[src/rtl/flag_pkg.sv]
package flag_pkg;
  localparam int unsigned DATA_W = 8;
  localparam int unsigned NIB_W  = 4;
  localparam int unsigned FLAG_W = 5;

  typedef enum logic [2:0] {
    OP_NONE = 3'd0,
    OP_ADD  = 3'd1,
    OP_SUB  = 3'd2,
    OP_ROT  = 3'd3,
    OP_BIT  = 3'd4,
    OP_BANK = 3'd5
  } op_e;

  // packed order gives status byte bits [4:0]
  typedef struct packed {
    logic [1:0] bank;
    logic       zero;
    logic       aux;
    logic       carry;
  } flags_t;
endpackage

[src/rtl/flag_arith.sv]
module flag_arith #(
  parameter int unsigned DW = 8,
  parameter int unsigned NW = 4
) (
  input  logic [DW-1:0] a_i,
  input  logic [DW-1:0] b_i,
  input  logic [DW-1:0] res_i,
  input  logic          cin_i,
  input  logic          sub_i,
  output logic          zero_o,
  output logic          aux_o
);
  localparam int unsigned SW = NW + 1;

  logic [SW-1:0] a_lo, b_lo, sum_lo, sub_rhs;
  logic          unused_hi;

  assign a_lo    = {1'b0, a_i[NW-1:0]};
  assign b_lo    = {1'b0, b_i[NW-1:0]};
  assign sum_lo  = a_lo + b_lo + SW'(cin_i);
  assign sub_rhs = b_lo + SW'(cin_i);

  assign zero_o  = (res_i == '0);
  assign aux_o   = sub_i ? (a_lo < sub_rhs) : sum_lo[NW];

  assign unused_hi = ^{a_i[DW-1:NW], b_i[DW-1:NW]};
endmodule

[src/rtl/flag_next.sv]
module flag_next
  import flag_pkg::*;
(
  input  flags_t     cur_i,
  input  logic [2:0] op_i,
  input  logic       ld_i,
  input  flags_t     ld_val_i,
  input  logic       zero_i,
  input  logic       aux_i,
  input  logic       cout_i,
  input  logic       rot_out_i,
  input  logic       bit_val_i,
  input  logic [1:0] bank_i,
  output flags_t     nxt_o
);
  op_e op;
  assign op = op_e'(op_i);

  always_comb begin
    nxt_o = cur_i;
    if (ld_i) begin
      nxt_o = ld_val_i;
    end else begin
      case (op)
        OP_ADD, OP_SUB: begin
          nxt_o.zero  = zero_i;
          nxt_o.aux   = aux_i;
          nxt_o.carry = cout_i;
        end
        OP_ROT:  nxt_o.carry = rot_out_i;
        OP_BIT:  nxt_o.carry = bit_val_i;
        OP_BANK: nxt_o.bank  = bank_i;
        default: ;
      endcase
    end
  end
endmodule

[src/rtl/flag_reg.sv]
module flag_reg
  import flag_pkg::*;
(
  input  logic   clk_i,
  input  logic   rst_ni,
  input  flags_t d_i,
  output flags_t q_o
);
  always_ff @(posedge clk_i or negedge rst_ni) begin
    if (!rst_ni) q_o <= '0;
    else         q_o <= d_i;
  end
endmodule

[src/rtl/flag_update_unit.sv]
module flag_update_unit
  import flag_pkg::*;
(
  input  logic              clk_i,
  input  logic              rst_ni,
  input  logic [2:0]        op_i,
  input  logic [DATA_W-1:0] a_i,
  input  logic [DATA_W-1:0] b_i,
  input  logic [DATA_W-1:0] res_i,
  input  logic              cin_i,
  input  logic              cout_i,
  input  logic              rot_out_i,
  input  logic              bit_val_i,
  input  logic [1:0]        bank_i,
  input  logic              ld_i,
  input  logic [FLAG_W-1:0] ld_flags_i,
  input  logic              int_en_i,
  input  logic              in_svc_i,
  output logic              zero_o,
  output logic              aux_o,
  output logic              carry_o,
  output logic [1:0]        bank_o,
  output logic [DATA_W-1:0] status_o
);
  localparam int unsigned PAD_W = DATA_W - FLAG_W - 2;

  flags_t cur, nxt;
  logic   ar_zero, ar_aux;

  flag_arith #(.DW(DATA_W), .NW(NIB_W)) i_arith (
    .a_i    (a_i),
    .b_i    (b_i),
    .res_i  (res_i),
    .cin_i  (cin_i),
    .sub_i  (op_i == OP_SUB),
    .zero_o (ar_zero),
    .aux_o  (ar_aux)
  );

  flag_next i_next (
    .cur_i     (cur),
    .op_i      (op_i),
    .ld_i      (ld_i),
    .ld_val_i  (flags_t'(ld_flags_i)),
    .zero_i    (ar_zero),
    .aux_i     (ar_aux),
    .cout_i    (cout_i),
    .rot_out_i (rot_out_i),
    .bit_val_i (bit_val_i),
    .bank_i    (bank_i),
    .nxt_o     (nxt)
  );

  flag_reg i_reg (
    .clk_i  (clk_i),
    .rst_ni (rst_ni),
    .d_i    (nxt),
    .q_o    (cur)
  );

  assign zero_o   = cur.zero;
  assign aux_o    = cur.aux;
  assign carry_o  = cur.carry;
  assign bank_o   = cur.bank;
  assign status_o = {{PAD_W{1'b0}}, in_svc_i, int_en_i, cur};

  AST_ARITH_ZERO: assert property (@(posedge clk_i) disable iff (!rst_ni)
    (!ld_i && (op_i == OP_ADD || op_i == OP_SUB)) |=> (zero_o == ($past(res_i) == '0)));
  AST_ARITH_CARRY: assert property (@(posedge clk_i) disable iff (!rst_ni)
    (!ld_i && (op_i == OP_ADD || op_i == OP_SUB)) |=> (carry_o == $past(cout_i)));
  AST_ROT_CARRY: assert property (@(posedge clk_i) disable iff (!rst_ni)
    (!ld_i && op_i == OP_ROT) |=> (carry_o == $past(rot_out_i) && $stable(bank_o) && $stable(zero_o) && $stable(aux_o)));
  AST_BIT_CARRY: assert property (@(posedge clk_i) disable iff (!rst_ni)
    (!ld_i && op_i == OP_BIT) |=> (carry_o == $past(bit_val_i) && $stable(bank_o) && $stable(zero_o) && $stable(aux_o)));
  AST_BANK_ONLY: assert property (@(posedge clk_i) disable iff (!rst_ni)
    (!ld_i && op_i == OP_BANK) |=> (bank_o == $past(bank_i) && $stable(carry_o) && $stable(zero_o) && $stable(aux_o)));
  AST_IDLE_HOLD: assert property (@(posedge clk_i) disable iff (!rst_ni)
    (!ld_i && (op_i == OP_NONE || op_i > OP_BANK)) |=> $stable(status_o[FLAG_W-1:0]));
  AST_LOAD_ALL: assert property (@(posedge clk_i) disable iff (!rst_ni)
    ld_i |=> (status_o[FLAG_W-1:0] == $past(ld_flags_i)));
  AST_TOP_BIT: assert property (@(posedge clk_i) disable iff (!rst_ni)
    status_o[DATA_W-1] == 1'b0);
endmodule

[config.mk]
export PLATFORM = sky130hd
export DESIGN_NAME = flag_update_unit
export DESIGN_NICKNAME = d
export VERILOG_FILES = /design/src/rtl/flag_pkg.sv /design/src/rtl/flag_arith.sv /design/src/rtl/flag_next.sv /design/src/rtl/flag_reg.sv /design/src/rtl/flag_update_unit.sv
export SDC_FILE = /design/constraint.sdc
export NUM_CORES = 1
export LEC_CHECK = 0
export ABC_AREA = 1
export CELL_PAD_IN_SITES_DETAIL_PLACEMENT = 1
export CELL_PAD_IN_SITES_GLOBAL_PLACEMENT = 1
export CORE_MARGIN = 4
export CORE_UTILIZATION = 20
export DETAILED_ROUTE_END_ITERATION = 10
export PLACE_DENSITY_LB_ADDON = 0.1
export SYNTH_ARGS = -nofsm -noshare
export SYNTH_HDL_FRONTEND = slang
export SYNTH_SLANG_ARGS = --single-unit
[constraint.sdc]
create_clock -name clk_i -period 0.9 [get_ports clk_i]
set_input_delay 0.27 -clock clk_i [delete_from_list [all_inputs] [get_ports clk_i]]
set_output_delay 0.27 -clock clk_i [all_outputs]
set_load 0.005 [all_outputs]
# ---- Word level (Yosys, flattened, before mapping)
# Index checks and enable logic that the tools add are counted.
dict set report op_classes {
  n_addsub 3
  magnitude_cmp 1
  eq_ne 5
  mux 5
  n_reduce_logical 5
}
# op n
set ops {}
lappend ops {{logical NOT 8 bit} 1}
lappend ops {{equality test 3 x 2 -> 1 bit (second input constant)} 2}
lappend ops {{equality test 3 bit (second input constant)} 2}
lappend ops {{adder 4 x 1 -> 5 bit} 1}
lappend ops {{adder 4 x 4 -> 5 bit} 1}
lappend ops {{adder 5 x 1 -> 5 bit} 1}
lappend ops {{< comparator 4 x 5 -> 1 bit} 1}
lappend ops {{2-to-1 mux 5 bit} 1}
lappend ops {{2-to-1 mux 2 bit} 2}
lappend ops {{nonzero test 2 bit} 2}
lappend ops {{nonzero test 4 bit} 1}
lappend ops {{equality test 3 x 1 -> 1 bit (second input constant)} 1}
lappend ops {{case mux 1 bit (3 select lines)} 1}
lappend ops {{OR reduction 2 bit} 1}
lappend ops {{2-to-1 mux 1 bit} 1}
dict set report word_totals {
  ff_bits 5
}

# ---- Longest topological paths before layout
dict set report depth {
  depth_word 5
  depth_mapped 13
  ltp_nobuf 13
}

# ---- By module
# From an unflattened synthesis, not the netlist that was laid out.
dict set report hier_totals {
  cells_unflattened 103
  hier_area_um2 673.1
}
# mod n_inst cells_per_inst area_each_um2
set by_module_without_submodules {}
lappend by_module_without_submodules {flag_arith 1 42 274.0}
lappend by_module_without_submodules {flag_next 1 44 196.4}
lappend by_module_without_submodules {flag_reg 1 5 125.1}
lappend by_module_without_submodules {flag_update_unit 1 12 77.6}

# ---- Worst setup path after synthesis
# OpenSTA, ideal clock, no wires.
dict set report synth_timing {
  path_type {input port to flip-flop}
  start {input b_i[0]}
  end {register i_reg.q_o[1] in the netlist's numbering}
  setup_time_ns 0.117
  t_arrival_ns 1.445
  required_time_ns 0.783
  path_slack_ns -0.662
  path_stages 13
  n_path_buf 0
  path_cell_list {ha_1 > ha_1 > xnor2_1 > ha_1 > nand2_1 > inv_1 > nand2_1 > nand2_1 > nand2_1 > nand2_1 > nand2_1 > nand3_1 > nand2_1}
}
dict set report synth_via {
  elab_chain_cells 5
  elab_cells_between_ends 7
}
# item line_no
set synth_rtl {}
lappend synth_rtl {{start: declaration} flag_update_unit.sv:8} ;# input logic [DATA_W-1:0] b_i,
lappend synth_rtl {{adder 4 x 4 -> 5 bit / adder 4 x 1 -> 5 bit (equally long branches)} {flag_arith.sv:20, flag_arith.sv:21}}
lappend synth_rtl {{adder 5 x 1 -> 5 bit / < comparator 4 x 5 -> 1 bit (equally long branches)} {flag_arith.sv:20, flag_arith.sv:24}}
lappend synth_rtl {{2-to-1 mux 1 bit (*)} flag_arith.sv:24} ;# assign aux_o = sub_i ? (a_lo < sub_rhs) : sum_lo[NW];
lappend synth_rtl {{2-to-1 mux 2 bit (*)} flag_next.sv:24} ;# case (op)
lappend synth_rtl {{2-to-1 mux 5 bit (*)} flag_next.sv:21} ;# if (ld_i) begin
lappend synth_rtl {{end signal: assignment} flag_reg.sv:11} ;# else q_o <= d_i;
lappend synth_rtl {{end: declaration} flag_reg.sv:7} ;# output flags_t q_o
# Mark *: on every way between the ends. The rest lies on a longest branch, timed or not. The select of a mux whose other input is x is not followed.
# A chain may end at the register's enable or synchronous reset.

# ---- Final worst setup path
# Same ends and word-level chain as after synthesis.

==> flow_metrics.env <==
export IMPL_grt_pass1_wl_mm=3.850
export IMPL_synthArstFlopShare=1.000
export IMPL_cap_violations=0
export IMPL_grt_max_degree=8
export IMPL_power_density_mw_per_mm2=868.6
export IMPL_final_core_util=0.4163
export IMPL_clockRootBuffer="clkbuf_4"
export IMPL_ys_types=23
export IMPL_combPwrFrac=0.528
export IMPL_synth_top_cell_area_share=0.1852
export IMPL_clkPwrFrac=0.235
export IMPL_ant_nets=0
export IMPL_yosys_area_share_simple=0.3722
export IMPL_largest_reg_flops=5
export IMPL_tritoncts="yes"
export IMPL_postCtsHoldBufs=0
export IMPL_cp_max_fo=2
export IMPL_clock_sinks=5
export IMPL_synth_fa_ha_area_frac=0.1667
export IMPL_grt_pass1_vias=898
export IMPL_num_vias=828
export IMPL_synth_top_area_cell="dfrtp_1"
export IMPL_r2r_start="i_reg.q_o[0]$_DFFE_PN0P_"
export IMPL_gp_congestion=0.7252
export IMPL_ff2ff_setup_slack_ns=-0.05
export IMPL_hp_class="in -> async"
export IMPL_cp_start_kind="input port"
export IMPL_portBuffers=42
export IMPL_synth_compound_area_frac=0.05741
export IMPL_synth_area_leaders="dfrtp_1 (19%), ha_1 (17%), nand2_1 (17%)"
export IMPL_grt_ovfl_total=0
export IMPL_crit_required_ns=1.08
export IMPL_synthTopCellsByCount="nand2_1 (30), nand3_1 (10), ha_1 (9), inv_1 (9), buf_4 (8)"
export IMPL_drt_total_wl_mm=2.248
export IMPL_finalSetupViolCount=12
export IMPL_synth_top_family_by_area="simple AND/OR/NAND/NOR gates"
export IMPL_worst_setup_path_type="in -> reg"
export IMPL_violations="negative setup slack"
export IMPL_rsz0062_at_grt="yes"
export IMPL_die_x_um=66.12
export IMPL_synth_fp_nets=151
export IMPL_crit_path_start="b_i[0]"
export IMPL_dr_pass1_iters=3
export IMPL_coreArea_mm2=0.003153
export IMPL_layout_setup_ws_ns=-0.5719
export IMPL_area_growth_pct=94.26
export IMPL_initial_core_util=0.2143
export IMPL_intPower_mw=0.7849
export IMPL_rr_endpoint="i_reg.q_o[0]$_DFFE_PN0P_"
export IMPL_rows=20
export IMPL_leakage_nw=0.6676
export IMPL_status="finished with violations"
export IMPL_drv_slew=0
export IMPL_netlist_instances=99
export IMPL_drt_first_iter_violations=15
export IMPL_p_sw_frac=0.3115
export IMPL_synth_xor_area_frac=0.02593
export IMPL_grtUsageTotal=0.1122
export IMPL_ys_ff_latch=5
export IMPL_insertion_delay_ns=0.24
export IMPL_die_height_um=66.12
export IMPL_path_clk_slew_ns=0.05
export IMPL_synth_most_common_cell="nand2_1"
export IMPL_remaining_drc_errors=0
export IMPL_min_period_ns=1.472
export IMPL_final_period_utilization=1.635
export IMPL_synth_ff_type="dfrtp_1"
export IMPL_nets=207
export IMPL_endpoint="i_reg.q_o[1]$_DFFE_PN0P_"
export IMPL_crit_arrival_ns=1.65
export IMPL_yosys_mux_area_fraction=0
export IMPL_htreeDepth=1
export IMPL_antenna_found_initial=0
export IMPL_yosysSeqAreaShare=0.1852
export IMPL_finalPower_mw=1.140
export IMPL_cp_end_kind="flip-flop"
export IMPL_timing_fmax_mhz=679.4
export IMPL_ios=56
export IMPL_p_sw_mw=0.3552
export IMPL_top_regs="i_reg.q_o x5"
export IMPL_avgViaCountPerCell=4.182
export IMPL_numCtsBuffers=3
export IMPL_synth_edf_count=0
export IMPL_top_register="i_reg.q_o"
export IMPL_dpl_hpwl_mm=1.871
export IMPL_avgSynthCellArea_um2=6.825
export IMPL_reg2reg_depth=5
export IMPL_drive_above_1_share=0.3571
export IMPL_pwr_share_seq=0.236
export IMPL_n_antenna_cell=0
export IMPL_clock_path_buffers=2
export IMPL_irDropWorstVdd_mv=0.3097
export IMPL_die_area_mm2=0.004372
export IMPL_syn_area_um2=675.6
export IMPL_yosysWarnings=0
export IMPL_hold_violations=0
export IMPL_skew_ns=0
export IMPL_routedWlPerCell_um=11.35
-- worst min path at each step --
stage	cells after the start	startpoint	slack, ns	to
floorplan	0	rst_ni	-0.03	i_reg.q_o[0]$_DFFE_PN0P_
global placement	1	rst_ni	0.52	i_reg.q_o[4]$_DFFE_PN0P_
detailed placement	1	rst_ni	0.53	i_reg.q_o[4]$_DFFE_PN0P_
CTS	1	rst_ni	0.27	i_reg.q_o[4]$_DFFE_PN0P_
global route	1	rst_ni	0.27	i_reg.q_o[4]$_DFFE_PN0P_
finish	1	rst_ni	0.26	i_reg.q_o[4]$_DFFE_PN0P_
-- worst max-delay path, cell delays in order --
cell     delay [ns]
buf_8          0.10
ha_4           0.16
ha_4           0.16
xnor2_2        0.13
ha_1           0.31
a21oi_1        0.15
nand2_1        0.07
nand2_1        0.06
nand2_1        0.05
nand2_1        0.05
nand3_1        0.06
nand2_1        0.06
-- cell usage in the layout (no fill, tap or decap), types with 3 or more instances in the layout --
| cell | n |
|---|---|
| ha_1 | 7 |
| nand2_2 | 4 |
| nand4_1 | 3 |
| inv_1 | 9 |
| clkdlybuf4s50_1 | 18 |
| buf_4 | 11 |
| nand3_1 | 8 |
| dlygate4sd2_1 | 6 |
| clkbuf_4 | 3 |
| dfrtp_1 | 5 |
| nand2_1 | 29 |
| buf_6 | 12 |
| buf_2 | 7 |
-- metal layers --
metal  global-route usage  wire length [um]  vias to the layer above
met3              0.02211               129                        2
met4              0.03046                16                        0
met5                    0                 0                        -
met1               0.1232               794                      380
li1                     -                 -                      426
met2               0.2144              1307                       20
-- power groups by stage --
stage | combinational, mW | clock (mW) | sequential [mW]
after CTS | 0.587 | 0.279 | 0.268
after floorplan | 0.232 | 0 | 0.275
after global placement | 0.520 | 0 | 0.273
after detailed placement | 0.533 | 0 | 0.275
final | 0.602 | 0.268 | 0.269
after global routing | 0.677 | 0.307 | 0.274
-- kinds of logic (layout without fill, tap and decap cells) --
kind of cell | Yosys count | in the layout
compound gates | 6 | 6
xor+xnor | 2 | 2
fa+ha+maj | 9 | 9
buf+inv | 22 | 77
flops | 5 | 5
other cells | 1 | 1
simple gates | 54 | 54
-- through the flow --
| step | setup TNS (ns) | std cells | hold WS [ns] | instance area, um2 | setup slack [ns] |
|---|---|---|---|---|---|
| after floorplan | -0.5655 | 99 | -0.02559 | 700.7 | -0.5655 |
| after global placement | -5.611 | 184 | 0.5221 | 1169 | -1.127 |
| after detailed placement | -5.866 | 184 | 0.5289 | 1169 | -1.224 |
| after CTS | -2.529 | 196 | 0.2673 | 1266 | -0.5596 |
| after global routing | -3.090 | 198 | 0.2745 | 1313 | -0.7101 |
| final | -2.359 | 198 | 0.2634 | 1313 | -0.5719 |
-- final cells by class --
type / instances / area [um2]
timing repair buffer: 59 / 538.0
tap: 44 / 55.05
fill: 404 / 1841
inverter: 14 / 68.82
clock buffer: 4 / 26.28
multi-input combinational: 72 / 499.2
sequential: 5 / 125.1
-- timing repair --
item / 4_1_cts / 5_1_grt
pin swaps: 11 / 12
gates resized for setup: 82 / 13
setup endpoints to repair: 15 / 15
setup buffers: 8 / 3
No activity file was read; power rests on OpenSTA's default activity.
